### src/rtl/dsw_pkg.sv
package dsw_pkg;
    localparam int WORD_W  = 16;
    localparam int NUM_SRC = 6;
    localparam int POR_IDX = 5;

    // source index -> bit position in the read word
    function automatic int src_pos(input int s);
        case (s)
            0:       return 8;  // interrupt-on-change
            1:       return 7;  // fault
            2:       return 4;  // watchdog timeout
            3:       return 3;  // clock alarm
            4:       return 2;  // reset pin asserted
            default: return 0;  // supply power-on
        endcase
    endfunction

    function automatic logic [WORD_W-1:0] impl_mask();
        logic [WORD_W-1:0] m;
        m = '0;
        for (int s = 0; s < NUM_SRC; s++) m[src_pos(s)] = 1'b1;
        return m;
    endfunction

    localparam logic [WORD_W-1:0] IMPL_MASK = impl_mask();

    typedef struct packed {
        logic [NUM_SRC-1:0] flags;
    } wake_state_t;
endpackage

### src/rtl/dsw_event_gate.sv
module dsw_event_gate #(
    parameter int NUM_SRC = 6,
    parameter int POR_IDX = 5
) (
    input  logic               ds_active_i,
    input  logic [NUM_SRC-1:0] ev_i,
    output logic [NUM_SRC-1:0] set_o
);
    for (genvar s = 0; s < NUM_SRC; s++) begin : g_gate
        if (s == POR_IDX) begin : g_free
            assign set_o[s] = ev_i[s];
        end else begin : g_sleep
            assign set_o[s] = ev_i[s] & ds_active_i;
        end
    end
endmodule

### src/rtl/dsw_flag_next.sv
module dsw_flag_next #(
    parameter bit SET_OVER_HARD = 1'b0
) (
    input  logic flag_q,
    input  logic set_i,
    input  logic hard_clr_i,
    input  logic soft_clr_i,
    output logic flag_d
);
    always_comb begin
        flag_d = flag_q;
        if (SET_OVER_HARD) begin
            if (set_i)                        flag_d = 1'b1;
            else if (hard_clr_i || soft_clr_i) flag_d = 1'b0;
        end else begin
            if (hard_clr_i)      flag_d = 1'b0;
            else if (set_i)      flag_d = 1'b1;
            else if (soft_clr_i) flag_d = 1'b0;
        end
    end
endmodule

### src/rtl/dsw_word_pack.sv
module dsw_word_pack
    import dsw_pkg::*;
(
    input  logic [NUM_SRC-1:0] flags_i,
    output logic [WORD_W-1:0]  word_o
);
    always_comb begin
        word_o = '0;
        for (int s = 0; s < NUM_SRC; s++) word_o[src_pos(s)] = flags_i[s];
    end
endmodule

### src/rtl/dsleep_wake_latch.sv
module dsleep_wake_latch
    import dsw_pkg::*;
(
    input  logic              clk,
    input  logic              rst_n,
    input  logic              ds_active_i,
    input  logic              ds_arm_i,
    input  logic              rst_evt_i,
    input  logic              rst_from_ds_i,
    input  logic              ev_ioc_i,
    input  logic              ev_fault_i,
    input  logic              ev_wdt_i,
    input  logic              ev_rtc_i,
    input  logic              ev_pin_rst_i,
    input  logic              ev_supply_por_i,
    input  logic              wr_en_i,
    input  logic [WORD_W-1:0] wr_data_i,
    output logic [WORD_W-1:0] rd_data_o
);
    wake_state_t        state_d, state_q;
    logic [NUM_SRC-1:0] ev_raw, set_vec, soft_clr, flag_next;
    logic               hard_clr;

    assign ev_raw = {ev_supply_por_i, ev_pin_rst_i, ev_rtc_i,
                     ev_wdt_i, ev_fault_i, ev_ioc_i};

    assign hard_clr = ds_arm_i | (rst_evt_i & ~rst_from_ds_i & ~ds_active_i);

    dsw_event_gate #(
        .NUM_SRC (NUM_SRC),
        .POR_IDX (POR_IDX)
    ) gate_i (
        .ds_active_i (ds_active_i),
        .ev_i        (ev_raw),
        .set_o       (set_vec)
    );

    for (genvar s = 0; s < NUM_SRC; s++) begin : g_flag
        assign soft_clr[s] = wr_en_i & ~wr_data_i[src_pos(s)];
        dsw_flag_next #(
            .SET_OVER_HARD (s == POR_IDX)
        ) next_i (
            .flag_q     (state_q.flags[s]),
            .set_i      (set_vec[s]),
            .hard_clr_i (hard_clr),
            .soft_clr_i (soft_clr[s]),
            .flag_d     (flag_next[s])
        );
    end

    always_comb begin
        state_d       = state_q;
        state_d.flags = flag_next;
    end

    always_ff @(posedge clk or negedge rst_n) begin
        if (!rst_n) state_q <= '0;
        else        state_q <= state_d;
    end

    dsw_word_pack pack_i (
        .flags_i (state_q.flags),
        .word_o  (rd_data_o)
    );
endmodule

### config.mk
export PLATFORM = sky130hd
export DESIGN_NAME = dsleep_wake_latch
export DESIGN_NICKNAME = d
export VERILOG_FILES = /design/src/rtl/dsw_pkg.sv /design/src/rtl/dsw_event_gate.sv /design/src/rtl/dsw_flag_next.sv /design/src/rtl/dsw_word_pack.sv /design/src/rtl/dsleep_wake_latch.sv
export SDC_FILE = /design/constraint.sdc
export NUM_CORES = 1
export LEC_CHECK = 0
export ABC_CLOCK_PERIOD_IN_PS = 1200
export BUFFER_PORTS_ARGS = -buffer_cell sky130_fd_sc_hd__buf_2
export CORE_AREA = 3 3 40 42
export CTS_BUF_LIST = sky130_fd_sc_hd__clkbuf_8
export CTS_CLUSTER_DIAMETER = 50
export DETAILED_ROUTE_END_ITERATION = 10
export DIE_AREA = 0 0 43 45
export GPL_TIMING_DRIVEN = 0
export PLACE_DENSITY = 0.86
export SYNTH_ARGS = -nofsm -noshare
export SYNTH_HDL_FRONTEND = slang
export SYNTH_SLANG_ARGS = --single-unit
### constraint.sdc
create_clock -name clk -period 1.2 [get_ports clk]
set_input_delay 0.18 -clock clk [delete_from_list [all_inputs] [get_ports clk]]
set_output_delay 0.18 -clock clk [all_outputs]
set_load 0.05 [all_outputs]
# Word-level counts from Yosys, hierarchy flattened
# Cells that the tools add are included.
# word_totals
reg_bits	6
out_inout_bits	16
wordCells	52
# op_classes
n_mux	17
bitwise	22
reduce_logical	7
# ops
operator	n
2-to-1 mux 1 bit	17
nonzero test 3 bit	5
bitwise AND 1 bit	13
inverter 1 bit	8
nonzero test 2 bit	1
logical OR 1 bit	1
OR 1 bit	1

# Longest topological paths before layout
# depth
word_depth	7
depth_mapped	3
mapped_depth_nobuf	2

# Modules after synthesis
# Synthesis repeated with hierarchy kept, for this count alone.
# hier_totals
cells_unflattened	54
hier_area_um2	481.7
# modules_own_cells
module	n_inst	cells_per_inst	area_per_inst_um2	seq_area_each_um2
dsleep_wake_latch	1	14	214.0	150.1
dsw_word_pack	1	17	123.9	0.0
dsw_flag_next at g_flag[0].next_i ...	5	3	18.8	0.0
dsw_event_gate	1	6	38.8	0.0
dsw_flag_next at g_flag[5].next_i	1	2	11.3	0.0

# Worst setup path before layout
# OpenSTA, ideal clock, no wires.
# synth_path
kind	input-to-reg
start	input port ds_active_i
end	register state_q[5] (netlist bit)
setup_time_ps	120
arrival_ps	888
setup_slack_ps	192
stages	3
n_path_buf	1
path_cell_list	or3b_1 > buf_2 > a41o_1
# synth_via
elab_chain_len	5
# synth_lines
item	line_no	text
from (decl)	dsleep_wake_latch.sv:6	input logic ds_active_i,
inverter 1 bit	dsleep_wake_latch.sv:27	assign hard_clr = ds_arm_i | (rst_evt_i & ~rst_from_ds_i & ~ds_active_i);
bitwise AND 1 bit	dsleep_wake_latch.sv:27	
OR 1 bit	dsleep_wake_latch.sv:27	
logical OR 1 bit	dsw_flag_next.sv:14	else if (hard_clr_i || soft_clr_i) flag_d = 1'b0;
nonzero test 2 bit (no line)	n/a	
to (signal assigned)	dsleep_wake_latch.sv:58	else state_q <= state_d;
to (decl)	dsleep_wake_latch.sv:20	wake_state_t state_d, state_q;
# No other way between the ends.
# A chain may end at the register's enable or synchronous reset.

# Worst setup path after layout
# layout_path
start	register state_q[5] (netlist bit)
end	output port rd_data_o[0]
# layout_rtl
item	line_no	text
to (decl)	dsleep_wake_latch.sv:18	output logic [WORD_W-1:0] rd_data_o
# No word-level cell between the ends.

==> results.json <==
{
  "cts_made_buffers": 3,
  "antenna_found_initial": 0,
  "top_regs": "state_q: 6 flops",
  "grt_pass1_vias": 374,
  "wl_per_cell_um": 10.27,
  "clock-sinks": 6,
  "antenna_cells": 0,
  "power_density_nw_per_um2": 1192,
  "ioPinCount": 45,
  "vias": 386,
  "drive_gt1_frac": 0.5432,
  "grt_max_degree": 8,
  "cts_resized": 0,
  "synth_top_area_share": 0.3519,
  "die_area_um2": 1935,
  "h-tree-depth": 1,
  "fin_util": 0.5063,
  "netlist_top_cells_count": "buf_4 (16), dfrtp_1 (6), nand2b_1 (6), nor2b_1 (6), a32o_1 (5)",
  "routed_via_density": 4.021,
  "path_max_fanout": 2,
  "worst_slack_ns": 0.1046,
  "path_clk_slew_ns": 0.04,
  "hold_class": "in2reg",
  "ir_drop_mv": 0.9626,
  "p_leak_nw": 0.3751,
  "fin_nets": 112,
  "internal_power_w": 0.0005243,
  "die_y_um": 45,
  "drv_cap": 0,
  "worstPathArrival_ns": 0.92,
  "gp_congestion": 0.6377,
  "drc": 0,
  "seqPwrFrac": 0.288,
  "rsz0062_at_grt": "no",
  "num_rows": 13,
  "fillers": 134,
  "grt_first_pass_wirelength_mm": 1.511,
  "yosysUniqueCellTypes": 10,
  "largest-register": "state_q",
  "syn-instance-count": 44,
  "switching_power_w": 0.0002513,
  "place_inst": 92,
  "grt_remaining_overflow": 0,
  "dieWidth_um": 43,
  "syn_area_um2": 426.7,
  "synth-edff-count": 0,
  "finalHoldViolCount": 0,
  "port_buffers": 24,
  "drt-total-wl_um": 986,
  "cts_hold_buf": 1,
  "whs_ns": 0.1417,
  "cp.required_ns": 1.02,
  "clkPwrFrac": 0.390,
  "grt_use_total": 0.1124,
  "crit_chain": "buf_4 > buf_2",
  "yosys.area.top_type": "dfrtp_1",
  "ant_nets": 0,
  "p_comb_frac": 0.322,
  "syn_area_per_cell_um2": 9.697,
  "skew_ns": 0,
  "area_delta_synth_final_pct": 52.49,
  "outcome": "finished clean",
  "sw_frac_of_total": 0.3240,
  "yosysMostFrequentCell": "buf_4",
  "cts_tree": "built",
  "fmax_mhz": 912.9,
  "max_stage_delay_ns": 0.37,
  "worstSkewPairLatency_ns": 0.22,
  "drt_iter0_drc": 5,
  "finalSetupTns_ns": 0,
  "first_pass_iters": 3,
  "cp-start-kind": "flip-flop",
  "cp-end-kind": "output pin",
  "fin_crit_sh": 0.9128,
  "core_area_um2": 1285,
  "cts_buffer_depth": 2,
  "instances_no_fill": 96,
  "synth_async_sr_flop_share": 1.000,
  "fin_crit_ns": 1.095,
  "synthTopCellsByArea": "dfrtp_1 (35%), buf_4 (28%), a32o_1 (12%)",
  "crit_type": "reg2out",
  "dp_slack_ns": 0.05002,
  "largest_register_ffs": 6,
  "final-setup-viol-count": 0,
  "ys_warn_count": 0,
  "synth_flop_cell": "dfrtp_1",
  "ys_ff_latch": 6,
  "cts_setup_buffers": 0,
  "start_util": 0.3320,
  "cts-root-buf": "clkbuf_8",
  "drv_slew": 0,
  "seq_area_frac_synth": 0.3519,
  "slowest_stage": "dfrtp_1"
}
[cell families (layout without fill, tap and decap cells)]
kind of cell	after synthesis	count (layout)	synth area share
compound gates	6	6	0.1408
other cells	1	10	0.008789
flops	6	6	0.3519
buf+inv	18	46	0.3020
simple gates	13	13	0.1965
[metal layers]
layer | wire length [µm] | share of wire | vias to the layer above | global-route usage
met1 | 316 | 0.32 | 167 | 0.1059
met2 | 532 | 0.54 | 21 | 0.1976
li1 | - | - | 196 | -
met3 | 122 | 0.12 | 2 | 0.06375
met5 | 0 | 0 | - | 0
met4 | 14 | 0.014 | 0 | 0.05422
[power groups by stage]
stage	Combinational, W	Sequential [W]	Clock [W]
2_1_floorplan	0.000195	0.000224	0
3_3_place_gp	0.000246	0.000225	0
3_5_place_dp	0.000249	0.000226	0
4_1_cts	0.000251	0.000223	0.000318
5_1_grt	0.000266	0.000224	0.000330
6_report	0.000250	0.000223	0.000303
[per-stage QoR]
stage	total power (W)	instance area (µm²)
floorplan	0.0004194	460.4
global placement	0.0004711	599.3
detailed placement	0.0004742	599.3
CTS	0.0007924	650.6
global route	0.0008207	650.6
finish	0.0007756	650.6
[layout by cell type, fill, tap and decap left out, drive strengths merged]
cell type,count
a41o,1
buf,41
nor2b,6
inv,1
nand2b,6
or3b,1
a32o,5
dfrtp,6
clkbuf,3
conb,10
dlygate4sd3,1
[worst max-delay path: cells and delay by family (launching register included)]
kind / cells / cell delay, ns
DFF: 1 / 0.37
buffers and inverters: 2 / 0.33
[cell type report]
cell class | instances | area (µm²) | share of cell area
Buffer | 17 | 125.1 | 0.1923
Multi-Input combinational cell | 29 | 181.4 | 0.2788
Inverter | 1 | 3.754 | 0.005769
Sequential cell | 6 | 150.1 | 0.2308
Tap cell | 15 | 18.77 | 0.02885
Clock buffer | 3 | 41.29 | 0.06346
Timing Repair Buffer | 25 | 130.1 | 0.2000
[worst paths after layout]
kind | from | end | slack [ns] | cells past startpoint
max in group asynchronous | rst_n | state_q[0] | 0.73 | 2
min | ev_supply_por_i | state_q[5] | 0.14 | 2
min reg2reg | state_q[5] | state_q[5] | 0.52 | 1
max | state_q[5] | rd_data_o[0] | 0.10 | 2
min in group asynchronous | rst_n | state_q[2] | 0.32 | 2
max reg2reg | state_q[3] | state_q[3] | 0.33 | 2
No activity file was read; power rests on OpenSTA's default activity.
